<file path="src/rtl/shadow_route_pkg.sv">
package shadow_route_pkg;
  localparam int NUM_C_WIN   = 4;
  localparam int NUM_SEG64   = 3;
  localparam int NUM_NORMAL  = NUM_C_WIN + NUM_SEG64;
  localparam int NUM_SLOTS   = NUM_NORMAL + NUM_SEG64;
  localparam int SLOT_W      = 4;
  localparam logic [3:0] SEG_FIRST_IN = 4'hA;
  localparam logic [3:0] SEG_C        = 4'hC;
  localparam logic [3:0] SEG_D        = 4'hD;

  typedef struct packed {
    logic wr_en;
    logic rd_en;
  } shadow_en_t;
endpackage

</file>
<file path="src/rtl/shadow_addr_decode.sv">
module shadow_addr_decode
  import shadow_route_pkg::*;
#(
  parameter int ADDR_W = 24
) (
  input  logic [ADDR_W-1:0] addr,
  output logic              in_scope,
  output logic              hit,
  output logic              smm_capable,
  output logic [SLOT_W-1:0] base_slot
);
  localparam int HI_W = ADDR_W - 20;

  logic [3:0] seg;
  logic       upper_zero;

  assign seg = addr[19:16];

  generate
    if (HI_W > 0) begin : g_hi
      assign upper_zero = (addr[ADDR_W-1:20] == '0);
    end else begin : g_nohi
      assign upper_zero = 1'b1;
    end
  endgenerate

  always_comb begin
    in_scope    = upper_zero && (seg >= SEG_FIRST_IN);
    hit         = 1'b0;
    smm_capable = 1'b0;
    base_slot   = '0;
    if (in_scope) begin
      if (seg == SEG_C) begin
        hit       = 1'b1;
        base_slot = SLOT_W'(addr[15:14]);
      end else if (seg >= SEG_D) begin
        // each 64K segment owns its own slot; F wins over the wide E range
        hit         = 1'b1;
        smm_capable = 1'b1;
        base_slot   = SLOT_W'(NUM_C_WIN) + SLOT_W'(seg - SEG_D);
      end
    end
  end
endmodule

</file>
<file path="src/rtl/shadow_cfg_regs.sv">
module shadow_cfg_regs
  import shadow_route_pkg::*;
(
  input  logic                        clk,
  input  logic                        rst_n,
  input  logic                        we,
  input  logic [SLOT_W-1:0]           idx,
  input  shadow_en_t                  wdata,
  output shadow_en_t [NUM_SLOTS-1:0]  slots
);
  shadow_en_t [NUM_SLOTS-1:0] slots_q;
  shadow_en_t [NUM_SLOTS-1:0] slots_d;
  logic       [NUM_SLOTS-1:0] slot_en;

  genvar g;
  generate
    for (g = 0; g < NUM_SLOTS; g++) begin : g_slot
      assign slot_en[g] = we && (idx == SLOT_W'(g));
      always_comb begin
        slots_d[g] = slots_q[g];
        if (slot_en[g]) slots_d[g] = wdata;
      end
      always_ff @(posedge clk or negedge rst_n) begin
        if (!rst_n) slots_q[g] <= '0;
        else if (slot_en[g]) slots_q[g] <= slots_d[g];
      end
    end
  endgenerate

  assign slots = slots_q;

  assert_cfg_store_R11: assert property (@(posedge clk) disable iff (!rst_n)
    (we && (idx < SLOT_W'(NUM_SLOTS))) |=> (slots[$past(idx)] == $past(wdata)));

  assert_cfg_hold_R11: assert property (@(posedge clk) disable iff (!rst_n)
    (!we || (idx >= SLOT_W'(NUM_SLOTS))) |=> $stable(slots));
endmodule

</file>
<file path="src/rtl/shadow_route_select.sv">
module shadow_route_select
  import shadow_route_pkg::*;
(
  input  shadow_en_t [NUM_SLOTS-1:0] slots,
  input  logic                       cyc,
  input  logic                       in_scope,
  input  logic                       hit,
  input  logic                       smm_capable,
  input  logic                       smm,
  input  logic                       is_write,
  input  logic [SLOT_W-1:0]          base_slot,
  output logic                       claim,
  output logic                       fwd
);
  logic [SLOT_W-1:0] slot;
  shadow_en_t        en;
  logic              en_bit;

  always_comb begin
    slot = base_slot;
    if (smm_capable && smm) slot = base_slot + SLOT_W'(NUM_SEG64);
    en     = (slot < SLOT_W'(NUM_SLOTS)) ? slots[slot] : '0;
    en_bit = is_write ? en.wr_en : en.rd_en;
    claim  = cyc && in_scope && hit && en_bit;
    fwd    = cyc && in_scope && !claim;
  end
endmodule

</file>
<file path="src/rtl/shadow_route.sv">
module shadow_route
  import shadow_route_pkg::*;
#(
  parameter int ADDR_W = 24
) (
  input  logic              clk,
  input  logic              rst_n,
  input  logic              mem_cyc,
  input  logic [ADDR_W-1:0] mem_addr,
  input  logic              mem_write,
  input  logic              smm_active,
  input  logic              cfg_we,
  input  logic [3:0]        cfg_idx,
  input  logic [1:0]        cfg_wdata,
  output logic              dram_claim,
  output logic              isa_fwd
);
  logic [1:0] rst_sync_q;
  logic       rst_sync_n;

  always_ff @(posedge clk or negedge rst_n) begin
    if (!rst_n) rst_sync_q <= 2'b00;
    else        rst_sync_q <= {rst_sync_q[0], 1'b1};
  end
  assign rst_sync_n = rst_sync_q[1];

  logic                       in_scope;
  logic                       hit;
  logic                       smm_capable;
  logic [SLOT_W-1:0]          base_slot;
  shadow_en_t [NUM_SLOTS-1:0] slots;
  shadow_en_t                 wd;

  assign wd = shadow_en_t'(cfg_wdata);

  shadow_addr_decode #(.ADDR_W(ADDR_W)) u_dec (
    .addr        (mem_addr),
    .in_scope    (in_scope),
    .hit         (hit),
    .smm_capable (smm_capable),
    .base_slot   (base_slot)
  );

  shadow_cfg_regs u_cfg (
    .clk   (clk),
    .rst_n (rst_sync_n),
    .we    (cfg_we),
    .idx   (cfg_idx),
    .wdata (wd),
    .slots (slots)
  );

  shadow_route_select u_sel (
    .slots       (slots),
    .cyc         (mem_cyc),
    .in_scope    (in_scope),
    .hit         (hit),
    .smm_capable (smm_capable),
    .smm         (smm_active),
    .is_write    (mem_write),
    .base_slot   (base_slot),
    .claim       (dram_claim),
    .fwd         (isa_fwd)
  );

  assert_excl_R10: assert property (@(posedge clk) disable iff (!rst_sync_n)
    (mem_cyc && in_scope) |-> (dram_claim != isa_fwd));

  assert_idle_R9: assert property (@(posedge clk) disable iff (!rst_sync_n)
    !mem_cyc |-> (!dram_claim && !isa_fwd));

  assert_oos_R8: assert property (@(posedge clk) disable iff (!rst_sync_n)
    !in_scope |-> (!dram_claim && !isa_fwd));

  assert_hole_R7: assert property (@(posedge clk) disable iff (!rst_sync_n)
    (mem_cyc && in_scope && (mem_addr[19:17] == 3'b101)) |-> isa_fwd);
endmodule

</file>
<file path="config.mk">
export PLATFORM = sky130hd
export DESIGN_NAME = shadow_route
export DESIGN_NICKNAME = d
export VERILOG_FILES = /design/src/rtl/shadow_route_pkg.sv /design/src/rtl/shadow_addr_decode.sv /design/src/rtl/shadow_cfg_regs.sv /design/src/rtl/shadow_route_select.sv /design/src/rtl/shadow_route.sv
export SDC_FILE = /design/constraint.sdc
export NUM_CORES = 1
export LEC_CHECK = 0
export BUFFER_PORTS_ARGS = -buffer_cell sky130_fd_sc_hd__buf_2
export CAP_MARGIN = 15
export CORE_MARGIN = 2
export CORE_UTILIZATION = 43
export DETAILED_ROUTE_END_ITERATION = 7
export GPL_TIMING_DRIVEN = 0
export PLACE_DENSITY_LB_ADDON = 0.3
export REMOVE_ABC_BUFFERS = 1
export SYNTH_ARGS = -nofsm -noshare
export SYNTH_HDL_FRONTEND = slang
export SYNTH_SLANG_ARGS = --single-unit
</file>
<file path="constraint.sdc">
create_clock -name clk -period 3.9 [get_ports clk]
set_clock_uncertainty 0.15 [all_clocks]
set_input_delay 0.78 -clock clk [delete_from_list [all_inputs] [get_ports clk]]
set_output_delay 0.78 -clock clk [all_outputs]
set_load 0.02 [all_outputs]
</file>
Word level (Yosys, flattened, before mapping)
Cells that the tools add are included.
{"block": "classes", "add_sub_neg": 3, "n_lt_le_gt_ge": 4, "eq_ne": 10, "n_mux": 13, "reduce_logical": 19}
{"op": "$eq A4 B3 Y1 const B", "n": 4}
{"op": "$logic_and A1 B1 Y1", "n": 16}
{"op": "$mux W4", "n": 4}
{"op": "$eq A4 B4 Y1 const B", "n": 3}
{"op": "$bmux W2 S4", "n": 1}
{"op": "$eq A4 B2 Y1 const B", "n": 2}
{"op": "$ge A4 B4 Y1 const B", "n": 2}
{"op": "$logic_not A4 Y1", "n": 2}
{"op": "$mux W1", "n": 6}
{"op": "$lt A4 B5 Y1 const B", "n": 1}
{"op": "$add A3 B4 Y4 const A", "n": 1}
{"op": "$add A4 B2 Y4 const B", "n": 1}
{"op": "$eq A4 B1 Y1 const B", "n": 1}
{"op": "$lt A4 B4 Y1 const B", "n": 1}
{"op": "$mux W2", "n": 2}
{"op": "$sub A4 B4 Y4 const B", "n": 1}
{"op": "$logic_not A1 Y1", "n": 1}
{"block": "word_totals", "regBits": 22, "in_bits": 36, "elab_cells": 70}

Longest topological paths before layout
{"block": "depth", "word_depth": 14, "ltp_mapped": 15, "ltp_nobuf": 14}

Hierarchy
Synthesis repeated with hierarchy kept, for this count alone.
{"block": "unflattened", "hier_cells": 149, "hier_area_um2": 1606.5}
{"module": "shadow_cfg_regs", "n_inst": 1, "cells_each": 58, "area_each_um2": 847.1, "seq_area_each_um2": 500.5}
{"module": "shadow_route_select", "n_inst": 1, "cells_each": 61, "area_each_um2": 506.7, "seq_area_each_um2": 0.0}
{"module": "shadow_addr_decode", "n_inst": 1, "cells_each": 27, "area_each_um2": 198.9, "seq_area_each_um2": 0.0}
{"module": "shadow_route", "n_inst": 1, "cells_each": 3, "area_each_um2": 53.8, "seq_area_each_um2": 50.0}

Least setup slack after synthesis
OpenSTA, ideal clock, no wires.
{"block": "synth_timing", "path_kind": "input to output", "from": "in mem_addr[16]", "to": "out isa_fwd", "arrival_ns": 3.468, "slack_ns": -0.498, "cell_stages": 15, "n_path_buf": 1, "path_cell_list": "inv_1 ha_1 and3b_1 buf_4 nand2_1 nor2_1 o21ai_0 ha_1 nor2b_1 or3_4 a21oi_2 or2b_1 o2111ai_2 o22ai_1 a211oi_1"}
{"block": "synth_between", "elab_chain_len": 14}
{"element": "start, declared", "line_no": "shadow_route.sv:9", "rtl": "input logic [ADDR_W-1:0] mem_addr,"}
{"element": "$sub A4 B4 Y4", "line_no": "shadow_addr_decode.sv:40", "rtl": "base_slot = SLOT_W'(NUM_C_WIN) + SLOT_W'(seg - SEG_D);"}
{"element": "$add A3 B4 Y4", "line_no": "shadow_addr_decode.sv:40"}
{"element": "$mux W4", "line_no": "shadow_addr_decode.sv:36", "rtl": "end else if (seg >= SEG_D) begin"}
{"element": "$mux W4", "line_no": "shadow_addr_decode.sv:33", "rtl": "if (seg == SEG_C) begin"}
{"element": "$mux W4", "line_no": "shadow_addr_decode.sv:32", "rtl": "if (in_scope) begin"}
{"element": "$add A4 B2 Y4", "line_no": "shadow_route_select.sv:21", "rtl": "if (smm_capable && smm) slot = base_slot + SLOT_W'(NUM_SEG64);"}
{"element": "$mux W4", "line_no": "shadow_route_select.sv:21"}
{"element": "$bmux W2 S4", "line_no": "shadow_route_select.sv:22", "rtl": "en = (slot < SLOT_W'(NUM_SLOTS)) ? slots[slot] : '0;"}
{"element": "$mux W2 (not written as such)", "line_no": "shadow_route_select.sv:22"}
{"element": "$mux W2", "line_no": "shadow_route_select.sv:22"}
{"element": "$mux W1", "line_no": "shadow_route_select.sv:23", "rtl": "en_bit = is_write ? en.wr_en : en.rd_en;"}
{"element": "$logic_and A1 B1 Y1", "line_no": "shadow_route_select.sv:24", "rtl": "claim = cyc && in_scope && hit && en_bit;"}
{"element": "$logic_not A1 Y1", "line_no": "shadow_route_select.sv:25", "rtl": "fwd = cyc && in_scope && !claim;"}
{"element": "$logic_and A1 B1 Y1 *", "line_no": "shadow_route_select.sv:25"}
{"element": "end, declared", "line_no": "shadow_route.sv:16", "rtl": "output logic isa_fwd"}
Mark *: on every way between the ends. The rest lies on a longest branch, timed or not. The select of a mux whose other input is x is not followed.

Worst setup path in the final report
{"block": "layout_timing", "from": "in mem_addr[17]", "to": "out dram_claim"}
{"block": "layout_between", "elab_chain_len": 12}
{"element": "$sub A4 B4 Y4", "line_no": "shadow_addr_decode.sv:40"}
{"element": "$add A3 B4 Y4", "line_no": "shadow_addr_decode.sv:40"}
{"element": "$mux W4", "line_no": "shadow_addr_decode.sv:36"}
{"element": "$mux W4", "line_no": "shadow_addr_decode.sv:33"}
{"element": "$mux W4", "line_no": "shadow_addr_decode.sv:32"}
{"element": "$add A4 B2 Y4", "line_no": "shadow_route_select.sv:21"}
{"element": "$mux W4", "line_no": "shadow_route_select.sv:21"}
{"element": "$bmux W2 S4", "line_no": "shadow_route_select.sv:22"}
{"element": "$mux W2 (not written as such)", "line_no": "shadow_route_select.sv:22"}
{"element": "$mux W2", "line_no": "shadow_route_select.sv:22"}
{"element": "$mux W1", "line_no": "shadow_route_select.sv:23"}
{"element": "$logic_and A1 B1 Y1 *", "line_no": "shadow_route_select.sv:24"}
{"element": "end, declared", "line_no": "shadow_route.sv:15", "rtl": "output logic dram_claim,"}
Marks and branches as above.

==> impl_metrics.toml <==
[run_status]
status = "finished with violations"
failing_checks = "negative setup slack"

[floorplan]
num_io_pins = 38
fp_rows = 20
die_area_um2 = 3780
initial_core_util_pct = 45.8
placeableCoreArea_um2 = 3100
die_y_um = 61.5
die_width_um = 61.5

[sta]
setup_ws_ps = -409
final_min_period_over_clock_period_pct = 110
final_max_slew_viol_count = 0
clock.fmax_mhz = 232
slew_headroom_pct = 44.0
period_minus_slack_ps = 4310
finalSetupViolations = 2
transition_time_at_the_pin_with_the_least_slew_margin_ps = 827
grt_setup_unrepaired = "true"
final.setup.tns_ps = -783
finalHoldWorstSlack_ps = 79.2
final_hold_viol_count = 0

[cells_and_area]
layout-area-overhead-vs-synth_pct = 27.4
antenna-diode-count = 0
layout.filler_cells = 265
ratio_of_cells_with_drive_above_1_in_the_final_layout_pct = 48.5
nets = 207
finalInstanceArea_um2 = 1810

[global_routing]
antenna_found_initial = 0
maximum_number_of_pins_on_one_net_before_global_route_repair = 21
global_route_wire_length_before_repair_mm = 5.51
global_route.usage.total_pct = 20.1
grt_remaining_overflow = 0
first_global_vias = 1209

[route]
first_iter_violations = 67
drt_drc_violations_left = 0
detail_route.wirelength_mm = 3.42
num_vias = 1180
detail_route.wl_per_cell_um = 16.4
drt.antenna.violating_nets = 0
drtPass1Iterations = 4
via_density_per_instance = 5.65

[job]
max_cap_viol_count = 0

[power]
p_per_area_nw_per_um2 = 322
combinationalPowerShare_pct = 26.1
net-switching-power_w = 0.000164
worst_ir_drop_vdd_mv = 0.216
sw_frac_of_total_pct = 28.1
p_total_w = 0.000582
p_leak_nw = 0.769
pwr-share-clk_pct = 21.5
power.sequential.fraction_pct = 52.4
power.internal_w = 0.000418

[logic_synthesis]
ys_warn_count = 0
netlist.area_leader.share_pct = 38.7
synthCells = 132
postSynthRegisterBits = 22
netlist_top_cells_count = "sky130_fd_sc_hd__dfrtp_1 (22), sky130_fd_sc_hd__mux2_2 (21), sky130_fd_sc_hd__nand2_1 (10)"
synth-edff-count = 0
synth.largest_area_cell = "sky130_fd_sc_hd__dfrtp_1"
synth-seq-area-share_pct = 38.7
yosys.cell_types.count = 43
syn-cell-area_um2 = 1420
share_of_flip_flops_with_an_asynchronous_set_or_reset_after_synthesis_pct = 100
synth_area_per_inst_um2 = 10.8
ys.flop_type = "sky130_fd_sc_hd__dfrtp_1"
yosysMostFrequentCell = "sky130_fd_sc_hd__dfrtp_1"
ys_top_cells_by_area = "sky130_fd_sc_hd__dfrtp_1 (39%), sky130_fd_sc_hd__mux2_2 (17%), sky130_fd_sc_hd__ha_1 (4.4%)"

[cts]
ctsHoldBuffers = 0
clkLatencyLatePin_ps = 300
cts.clk_slew.worst_paths_ps = 120
tritoncts = "done"
clockRootBuffer = "sky130_fd_sc_hd__clkbuf_4"
cts-htree-levels = 1
cts_buffers = 3
clock_tree.buffer_depth = 2
number_of_clock_sinks_seen_by_cts = 22

[placed_design]
io_buffer_count = 23
gpl.final_weighted_congestion = 0.825
detailed_place_hpwl_mm = 2.29
dpl_cell_area_um2 = 1580

[critical_path]
ws_path_type = "in2out"
crit_path_max_incr_delay_ps = 390
reg2reg_setup_slack_ps = 2920
worstSetupEndpointType = "output port"
crit_required_ps = 2970
worstPathCellList = "buf_8 > inv_8 > ha_4 > and3b_2 > nand2_2 > nor2_1 > o21ai_1 > ha_2 > nor2b_4 > or3_4 > a21oi_4 > or2b_1 > o2111ai_2 > o22ai_2 > a32o_2 > buf_6"
worst_path_max_delay_cell = "sky130_fd_sc_hd__or3_4"
launching_element_type_of_the_critical_path = "input pin"
timing.critical_path.arrival_ps = 3380
critical_path_peak_fanout = 4

[min_path]
hp-class = "in2async"
==> placed cells by master, fill, tap and decap left out, types with 3 or more instances in the layout <==
cell type	instances
sky130_fd_sc_hd__a21oi_1	3
sky130_fd_sc_hd__nand2b_1	3
sky130_fd_sc_hd__buf_4	9
sky130_fd_sc_hd__nor3b_1	3
sky130_fd_sc_hd__clkbuf_4	3
sky130_fd_sc_hd__dfrtp_1	22
sky130_fd_sc_hd__nand2_1	9
sky130_fd_sc_hd__nor2_1	7
sky130_fd_sc_hd__buf_2	20
sky130_fd_sc_hd__mux2_2	21
sky130_fd_sc_hd__ha_2	3
sky130_fd_sc_hd__nand3_1	3
sky130_fd_sc_hd__nand3b_1	5
sky130_fd_sc_hd__mux2i_1	4
==> per-stage QoR <==
step	worst slack, ps	util [%]	instances
after CTS	-367	57.6	208
after global routing	-506	58.3	209
after detailed placement	-934	50.8	196
after global placement	-795	50.8	196
final	-409	58.3	209
after floorplan	-557	-	129
==> cells by family (layout without fill, tap and decap cells) <==
kind of cell / count (synthesis) / after routing / synth area share [%]
compound gates: 21 / 21 / 12.0
flops: 22 / 22 / 38.7
simple gates: 48 / 48 / 20.2
other cells: 1 / 1 / 0.264
fa+ha+maj: 5 / 5 / 4.40
buf+inv: 7 / 40 / 2.11
xor+xnor: 1 / 1 / 0.616
mux: 27 / 27 / 21.7
==> layer usage <==
metal | global-route usage (%) | vias to the layer above | routed length (um)
li1 | - | 562 | -
met1 | 23.7 | 580 | 1410
met2 | 36.5 | 31 | 1790
met3 | 2.94 | 7 | 163
met4 | 7.60 | 0 | 55
met5 | 0 | - | 0
==> critical path: cells and delay by family <==
family,cells,cell delay (ps)
buffers and inverters,3,300
AND/OR/NAND/NOR,6,1030
adder cells (fa/ha/maj),2,330
AO/OA/AOI/OAI,5,930
==> power by group through the flow <==
| stage | combinational, W | sequential (W) | clock, W |
|---|---|---|---|
| CTS | 0.000145 | 0.000305 | 0.000131 |
| global placement | 0.000122 | 0.000306 | 0 |
| global route | 0.000163 | 0.000312 | 0.000142 |
| finish | 0.000152 | 0.000305 | 0.000125 |
| floorplan | 0.0000916 | 0.000300 | 0 |
| detailed placement | 0.000128 | 0.000310 | 0 |
==> flip-flops by register name, summed over array words and instances, names as in the netlist <==
register / cells
rst_sync_q: 2
u_cfg.slots: 20
==> cell type report <==
cell class / instances / area, um2 / area share (%)
Sequential cell: 22 / 551 / 30.4
Timing Repair Buffer: 32 / 214 / 11.8
Inverter: 4 / 30.0 / 1.66
Multi-Input combinational cell: 103 / 925 / 51.1
Clock buffer: 4 / 36.3 / 2.00
Tap cell: 44 / 55.1 / 3.04
==> what timing repair did <==
action                     4_1_cts  5_1_grt
hold endpoints to repair         0        0
setup buffers                    8        1
pin swaps                       11        2
gates resized for setup         35        3
setup endpoints to repair        2        2
==> worst paths after layout <==
path / depth (start not counted) / from / to
max in group asynchronous: 0 / rst_sync_q[1] / u_cfg.slots[15]
setup reg to reg: 0 / rst_sync_q[1] / u_cfg.slots[15]
hold reg to reg: 0 / rst_sync_q[1] / u_cfg.slots[1]
min in group clk: 0 / rst_sync_q[0] / rst_sync_q[1]
hold / removal: 1 / rst_n / rst_sync_q[0]
setup / recovery: 16 / mem_addr[17] / dram_claim
Power figures use the tool's default switching activity.
